**config.mk**
```make
export PLATFORM = sky130hd
export DESIGN_NAME = gpio_irq_grp
export DESIGN_NICKNAME = d
export VERILOG_FILES = /design/src/rtl/gpio_irq_grp.sv
export SDC_FILE = /design/constraint.sdc
export NUM_CORES = 2
export LEC_CHECK = 0
export ABC_AREA = 1
export BUFFER_PORTS_ARGS = -buffer_cell sky130_fd_sc_hd__buf_2
export CAP_MARGIN = 20
export CORE_ASPECT_RATIO = 1.25
export CORE_MARGIN = 4
export CORE_UTILIZATION = 40
export DETAILED_ROUTE_END_ITERATION = 16
export PLACE_DENSITY_LB_ADDON = 0.3
export SYNTH_ARGS = -nofsm -noshare
export SYNTH_HDL_FRONTEND = slang
export SYNTH_SLANG_ARGS = --single-unit
```
**constraint.sdc**
```tcl
create_clock -name clk -period 19.3 [get_ports clk]
set_input_delay 1.93 -clock clk [delete_from_list [all_inputs] [get_ports clk]]
set_output_delay 1.93 -clock clk [all_outputs]
set_load 0.02 [all_outputs]
```
**src/rtl/gpio_irq_grp.sv**
```systemverilog
module gpio_irq_grp #(
  parameter int NUM_GROUPS = 10
) (
  input  logic                       clk,
  input  logic                       rst_n,
  input  logic [NUM_GROUPS*16-1:0]   line_in,
  input  logic                       we,
  input  logic [7:0]                 addr,
  input  logic [31:0]                wdata,
  output logic [31:0]                rdata,
  output logic                       irq
);
  localparam int NUM_LINES = NUM_GROUPS * 16;
  localparam int NUM_REGS  = (NUM_GROUPS + 1) / 2;
  localparam int REG_BITS  = NUM_REGS * 32;
  localparam int CFG_BASE  = 8'h00;
  localparam int MASK_BASE = 8'h10;
  localparam int PEND_BASE = 8'h20;
  localparam int SVC_ADDR  = 8'h30;

  logic [NUM_LINES-1:0] sync1_q, sync2_q, prev_q;
  logic [REG_BITS-1:0]  cfg_q, mask_q, pend_q;
  logic [REG_BITS-1:0]  set_vec, clr_vec, act_vec;
  logic [3:0]           svc_grp, svc_pin;

  genvar l;
  generate
    for (l = 0; l < NUM_LINES; l++) begin : g_line
      localparam int RI = l / 32;
      localparam int FB = ((l % 32) / 4) * 4;
      logic [3:0] code;
      assign code = cfg_q[RI*32+FB +: 4];
      always_comb begin
        case (code)
          4'd0:    set_vec[l] = ~sync2_q[l];
          4'd1:    set_vec[l] =  sync2_q[l];
          4'd2:    set_vec[l] =  prev_q[l] & ~sync2_q[l];
          4'd4:    set_vec[l] = ~prev_q[l] &  sync2_q[l];
          4'd6:    set_vec[l] =  prev_q[l] ^  sync2_q[l];
          default: set_vec[l] = 1'b0;
        endcase
      end
    end
    if (REG_BITS > NUM_LINES) begin : g_pad
      assign set_vec[REG_BITS-1:NUM_LINES] = '0;
    end
  endgenerate

  always_comb begin
    clr_vec = '0;
    for (int i = 0; i < NUM_REGS; i++)
      if (we && addr == 8'(PEND_BASE + i)) clr_vec[i*32 +: 32] = wdata;
  end

  assign act_vec = pend_q & ~mask_q;
  assign irq     = |act_vec;

  always_comb begin
    svc_grp = '0;
    svc_pin = '0;
    for (int g = NUM_GROUPS - 1; g >= 0; g--)
      for (int p = 15; p >= 0; p--)
        if (act_vec[g*16+p]) begin
          svc_grp = 4'(g + 1);
          svc_pin = 4'(p);
        end
  end

  always_ff @(posedge clk or negedge rst_n) begin
    if (!rst_n) begin
      sync1_q <= '1;
      sync2_q <= '1;
      prev_q  <= '1;
      cfg_q   <= '0;
      mask_q  <= '1;
      pend_q  <= '0;
    end else begin
      sync1_q <= line_in;
      sync2_q <= sync1_q;
      prev_q  <= sync2_q;
      for (int i = 0; i < NUM_REGS; i++) begin
        if (we && addr == 8'(CFG_BASE + i))  cfg_q[i*32 +: 32]  <= wdata;
        if (we && addr == 8'(MASK_BASE + i)) mask_q[i*32 +: 32] <= wdata;
      end
      pend_q <= (pend_q & ~clr_vec) | set_vec;
    end
  end

  always_comb begin
    rdata = '0;
    for (int i = 0; i < NUM_REGS; i++) begin
      if (addr == 8'(CFG_BASE + i))  rdata = cfg_q[i*32 +: 32];
      if (addr == 8'(MASK_BASE + i)) rdata = mask_q[i*32 +: 32];
      if (addr == 8'(PEND_BASE + i)) rdata = pend_q[i*32 +: 32];
    end
    if (addr == 8'(SVC_ADDR)) rdata = {24'd0, svc_grp, svc_pin};
  end
endmodule

```
---- After elaboration in Yosys (flattened, before gate mapping) ----
Index checks and enable logic that the tools add are counted.
storage, ports and cells
  flip-flop bits (word level) ............. 960
  input port bits ......................... 203
  output and inout port bits .............. 33
  logic and storage cells ................. 1552
cells by class
  equal/unequal tests ..................... 175
  multiplexer cells ....................... 501
  bitwise gates (word level) .............. 805
  reduce and logical (&&, ||, !) cells .... 57
operators with widths
  operator                                                               count
  4-bit 2-to-1 mux                                                       320
  1-bit case mux with 5 select lines                                     160
  32-bit 2-to-1 mux                                                      21
  1-bit AND                                                              320
  160-bit AND                                                            2
  4-bit by 3-bit equality test with 1-bit output, second input constant  80
  1-bit inverter                                                         320
  160-bit inverter                                                       2
  4-bit by 1-bit equality test with 1-bit output, second input constant  40
  4-bit by 2-bit equality test with 1-bit output, second input constant  40
  4-bit zero test                                                        40
  160-bit bitwise OR                                                     1
  160-bit OR reduction                                                   1
  1-bit XOR                                                              160
  8-bit by 6-bit equality test with 1-bit output, second input constant  6
  8-bit by 5-bit equality test with 1-bit output, second input constant  5
  8-bit by 2-bit equality test with 1-bit output, second input constant  2
  1-bit logical AND                                                      15
  8-bit by 1-bit equality test with 1-bit output, second input constant  1
  8-bit by 3-bit equality test with 1-bit output, second input constant  1
  8-bit zero test                                                        1

---- Longest topological paths before layout ----
  depth after elaboration ................. 163
  mapped depth ............................ 162
  mapped depth without buffers ............ 162

---- Worst setup path after synthesis ----
No wires, ideal clock.
  path type ............................... register to output
  start ................................... reg mask_q[158]
  end ..................................... out rdata[0]
  arrival time ............................ 7.404 ns
  required time ........................... 17.370 ns
  slack ................................... 9.966 ns
  stages on the path, launching flop included .. 163
  buffers on the path ..................... 0
  cell sequence ........................... dfstp_2 inv_2 nand2_1 nand2_1 nand2_1 nand2_1 nand2_1 nand2_1 nand2_1 nand2_1 nand2_1 nand2_1 nand2_1 nand2_1 nand2_1 nand2_1 nand2_1 nand2_1 [... 127 more ...] nand2_1 nand2_1 nand2_1 nand2_1 nand2_1 nand2_1 nand2_1 nand2_1 nand2_1 nand2_1 nand2_1 nand2_1 nand2_1 nand2_1 nand2_1 nand2_1 nand2_1 nand2_1
between the ends
  word-level cells in the longest chain between the ends .. 162
RTL lines
  element                            RTL line  text
  from (decl)                        22        logic [REG_BITS-1:0] cfg_q, mask_q, pend_q;
  from (signal, indexed assignment)  83        if (we && addr == 8'(MASK_BASE + i)) mask_q[i*32 +: 32] <= wdata;
  160-bit inverter                   55        assign act_vec = pend_q & ~mask_q;
  160-bit AND                        55
  4-bit 2-to-1 mux (159 in a row)    63        if (act_vec[g*16+p]) begin
  32-bit 2-to-1 mux                  96        if (addr == 8'(SVC_ADDR)) rdata = {24'd0, svc_grp, svc_pin};
  to (decl)                          10        output logic [31:0] rdata,
Every way passes these cells.

---- Final worst setup path ----
  start ................................... reg mask_q[157]
  end ..................................... out rdata[0]
between the ends
  word-level cells in the longest chain between the ends .. 161
RTL lines
  element                          RTL line
  160-bit inverter                 55
  160-bit AND                      55
  4-bit 2-to-1 mux (158 in a row)  63
  32-bit 2-to-1 mux                96
Every way passes these cells.

==> metrics.txt <==
# TYPE chip_impl_metric gauge
chip_impl_info{name="critical_path.reg2reg.startpoint",value="sync2_q[158]$_DFF_PN1_"} 1
chip_impl_metric{name="ys.warnings.count",unit=""} 0
chip_impl_metric{name="power-per-cell-area",unit="nW/um^2"} 87.0
chip_impl_metric{name="grt_start_max_net_pins",unit=""} 178
chip_impl_metric{name="clkPwrFrac",unit="%"} 45.6
chip_impl_metric{name="layout_worst_path_cycle_share",unit="%"} 63.2
chip_impl_metric{name="post_drt_via_cell_ratio",unit=""} 5.23
chip_impl_metric{name="total_power",unit="mW"} 4.71
chip_impl_metric{name="holdBufCountCts",unit=""} 0
chip_impl_metric{name="ys_types",unit=""} 42
chip_impl_metric{name="drt-pass1-iter-count",unit=""} 6
chip_impl_metric{name="drive_gt1_share",unit="%"} 22.6
chip_impl_info{name="grt_setup_unrepaired",value="false"} 1
chip_impl_metric{name="combinationalPowerShare",unit="%"} 7.2
chip_impl_info{name="synth.area.top_cells",value="dfstp_2 (35%), dfrtp_1 (17%), ha_1 (8.4%)"} 1
chip_impl_metric{name="report.final.hold_viol_count",unit=""} 0
chip_impl_metric{name="grt_antenna_before_repair",unit=""} 2
chip_impl_metric{name="num-nets-final",unit=""} 5994
chip_impl_info{name="run_status",value="finished clean"} 1
chip_impl_metric{name="remaining_drc_errors",unit=""} 0
chip_impl_metric{name="synth_seq_cells",unit=""} 960
chip_impl_metric{name="post-cts-setup-buffer-count",unit=""} 0
chip_impl_metric{name="timing.final.setup_violations",unit=""} 0
chip_impl_metric{name="power_switching_share",unit="%"} 24.6
chip_impl_metric{name="detail_route.iter0.violations",unit=""} 2957
chip_impl_metric{name="int_pwr",unit="mW"} 3.55
chip_impl_metric{name="avgRoutedWirePerCell",unit="um"} 19.0
chip_impl_metric{name="timing.max_slew.rel_slack",unit="%"} 26.1
chip_impl_metric{name="fin_worst_skew",unit="ps"} 28.1
chip_impl_info{name="worst_hold_path_type",value="reg -> reg"} 1
chip_impl_metric{name="post_cts_resized",unit=""} 0
chip_impl_metric{name="clock_sinks",unit=""} 960
chip_impl_metric{name="clock_path_buffers",unit=""} 3
chip_impl_metric{name="core_area",unit="sq um"} 118000
chip_impl_info{name="cts_tree",value="done"} 1
chip_impl_info{name="most_frequent_cells_in_the_layout",value="nand2_1 (1003), inv_1 (723), o21ai_0 (665)"} 1
chip_impl_metric{name="timing.setup.tns",unit="ps"} 0
chip_impl_metric{name="switching_power",unit="mW"} 1.16
chip_impl_metric{name="grt_pass1_vias",unit=""} 36795
chip_impl_metric{name="post_layout_utilization_of_the_core",unit="%"} 45.9
chip_impl_info{name="timing_worst_setup_path_type",value="reg -> out"} 1
chip_impl_metric{name="synth_sequential_area_ratio",unit="%"} 52.3
chip_impl_metric{name="leakage_power_of_the_design",unit="nW"} 23.7
chip_impl_metric{name="postRouteWirelength",unit="mm"} 136
chip_impl_metric{name="postSynthNetCount",unit=""} 5767
chip_impl_info{name="critical-path-top-cell-by-count",value="nand2_1"} 1
chip_impl_metric{name="grt_overflow_total",unit=""} 0
chip_impl_metric{name="antenna_nets_post_route",unit=""} 0
chip_impl_info{name="cp-endpoint",value="rdata[0]"} 1
chip_impl_metric{name="holdPathStages",unit=""} 0
chip_impl_metric{name="num_antenna_cells",unit=""} 0
chip_impl_metric{name="grt_first_pass_wirelength",unit="mm"} 211
chip_impl_info{name="yosys.area.top_type",value="dfstp_2"} 1
chip_impl_info{name="crit_start",value="mask_q[157]$_DFFE_PN1P_"} 1
chip_impl_metric{name="worst_setup_hold_path_clk_slew",unit="ps"} 60
chip_impl_info{name="category_of_the_worst_setup_path_launch_point",value="flop"} 1
chip_impl_metric{name="placementRows",unit=""} 141
chip_impl_metric{name="worst_slew_pin_slew",unit="ps"} 1100
chip_impl_metric{name="place.port_buffers",unit=""} 235
chip_impl_info{name="layout_commonest_cell",value="nand2_1"} 1
chip_impl_info{name="r2r-end",value="pend_q[158]$_DFF_PN0_"} 1
chip_impl_metric{name="critical-path-max-stage-delay",unit="ps"} 550
chip_impl_metric{name="timing.critical_path.arrival",unit="ps"} 10270
chip_impl_metric{name="maxCapViolations",unit=""} 0
chip_impl_metric{name="seq_power_share",unit="%"} 47.2
chip_impl_metric{name="tritoncts.num_buffers",unit=""} 102
chip_impl_metric{name="post_synth_inst_count",unit=""} 5244
chip_impl_metric{name="cts_max_level",unit=""} 3
chip_impl_metric{name="synthDominantCellAreaShare",unit="%"} 35.4
chip_impl_metric{name="timing.critical_path.required",unit="ps"} 17370
chip_impl_metric{name="area_growth",unit="%"} 14.1
chip_impl_info{name="cts.root.buffer_cell",value="clkbuf_16"} 1
chip_impl_metric{name="worstSkewPairLatency",unit="ps"} 720
chip_impl_metric{name="post_synth_instance_area",unit="sq um"} 47500
chip_impl_metric{name="chipWidth",unit="um"} 316
chip_impl_metric{name="floorplan.initialDensity",unit="%"} 40.2
chip_impl_metric{name="globalRouteTotalUtil",unit="%"} 21.7
chip_impl_metric{name="slew_violations",unit=""} 0
chip_impl_info{name="crit_slowest_cell",value="dfstp_2"} 1
chip_impl_metric{name="syn-mean-instance-area",unit="sq um"} 9.06
chip_impl_info{name="critPathCaptureType",value="output pin"} 1
chip_impl_metric{name="io_pins",unit=""} 236
chip_impl_metric{name="timing.critical_path.fanout_max",unit=""} 3
chip_impl_metric{name="dp_hpwl",unit="mm"} 98.3
chip_impl_metric{name="via_count",unit=""} 37271
chip_impl_metric{name="globalplace.congestion",unit=""} 0.913
chip_impl_metric{name="final_critical_period",unit="ps"} 12200
chip_impl_metric{name="r2r_cells",unit=""} 5
chip_impl_metric{name="die-height",unit="um"} 393
chip_impl_metric{name="die-area",unit="sq um"} 124000
chip_impl_metric{name="power.ir.vdd_worst",unit="uV"} 66.6
chip_impl_metric{name="regToRegSetupSlack",unit="ps"} 17370
chip_impl_metric{name="timing.fmax",unit="MHz"} 82.0
metal layers:
layer,GRT usage [%],vias up,routed length [um]
met5,0,-,22
met3,3.40,295,7150
met1,28.3,18136,58200
met2,35.7,1092,63400
met4,10.1,4,6720
li1,-,17744,-
cell type report:
cell class | instances | area, sq um
Fill cell | 11279 | 63800
Sequential cell | 960 | 24800
Multi-Input combinational cell | 3356 | 19200
Clock buffer | 140 | 3020
Inverter | 774 | 2910
Tap cell | 1573 | 1970
Timing Repair Buffer | 277 | 1560
Clock inverter | 52 | 691
critical path, delay by kind of cell, from the launching register on:
kind / cells / cell delay (ps)
buffers and inverters: 2 / 250
AND/OR/NAND/NOR: 160 / 8720
flip-flops: 1 / 550
synth_stat cells (all sizes together):
master	n
a221o	2
nor4	14
o22ai	55
nand2	1106
a21oi	81
nand3	193
o2bb2ai	3
a2111oi	32
nor2	475
ha	320
clkinv	4
a211oi	49
a221oi	36
o31ai	7
buf	3
a311oi	4
a41oi	10
inv	770
o2111ai	59
dfstp	640
a31oi	45
clkbuf	151
o21ai	670
nor3	33
o32ai	9
or2	7
and3	1
a2111o	2
dfrtp	320
a21boi	2
o21bai	2
o22a	2
o211ai	93
a22oi	1
o221ai	27
nand4	16
state kept, by name, summed over array words and instances (netlist names):
name / count
prev_q: 160
sync2_q: 160
cfg_q: 160
pend_q: 160
sync1_q: 160
mask_q: 160
worst min-delay path by stage:
stage | startpoint | endpoint | slack [ps]
final | sync1_q[91]$_DFF_PN1_ | sync2_q[91]$_DFF_PN1_ | 340
after global routing | sync1_q[107]$_DFF_PN1_ | sync2_q[107]$_DFF_PN1_ | 340
after CTS | sync1_q[107]$_DFF_PN1_ | sync2_q[107]$_DFF_PN1_ | 340
after detailed placement | sync1_q[71]$_DFF_PN1_ | sync2_q[71]$_DFF_PN1_ | 350
after global placement | sync1_q[141]$_DFF_PN1_ | sync2_q[141]$_DFF_PN1_ | 350
after floorplan | sync1_q[0]$_DFF_PN1_ | sync2_q[0]$_DFF_PN1_ | 350
cells by family (layout without fill, tap and decap cells):
| family | count (synthesis) | after routing | share of synthesized area (%) |
|---|---|---|---|
| AO/OA/AOI/OAI | 1191 | 1191 | 15.1 |
| adder cells (fa/ha/maj) | 320 | 320 | 8.43 |
| flip-flops | 960 | 960 | 52.3 |
| AND/OR/NAND/NOR | 1845 | 1845 | 16.9 |
| buffers and inverters | 928 | 1243 | 7.33 |
power groups by stage:
stage / clock network [mW] / registers, mW / logic (mW)
6_report: 2.15 / 2.22 / 0.341
5_1_grt: 2.29 / 2.23 / 0.396
4_1_cts: 2.21 / 2.22 / 0.345
3_5_place_dp: 0 / 2.25 / 0.343
3_3_place_gp: 0 / 2.25 / 0.336
2_1_floorplan: 0 / 2.23 / 0.203
stage by stage:
| stage | worst slack, ps | cell area, sq um | hold slack (ps) | std cells |
|---|---|---|---|---|
| after floorplan | 9970 | 47500 | 345 | 5244 |
| after global placement | 7790 | 50400 | 346 | 6936 |
| after detailed placement | 7970 | 50400 | 347 | 6937 |
| after CTS | 7090 | 54100 | 336 | 7129 |
| after global routing | 5350 | 54200 | 337 | 7132 |
| final | 7100 | 54200 | 337 | 7132 |
Note: power is estimated with default switching activity, not from simulation.
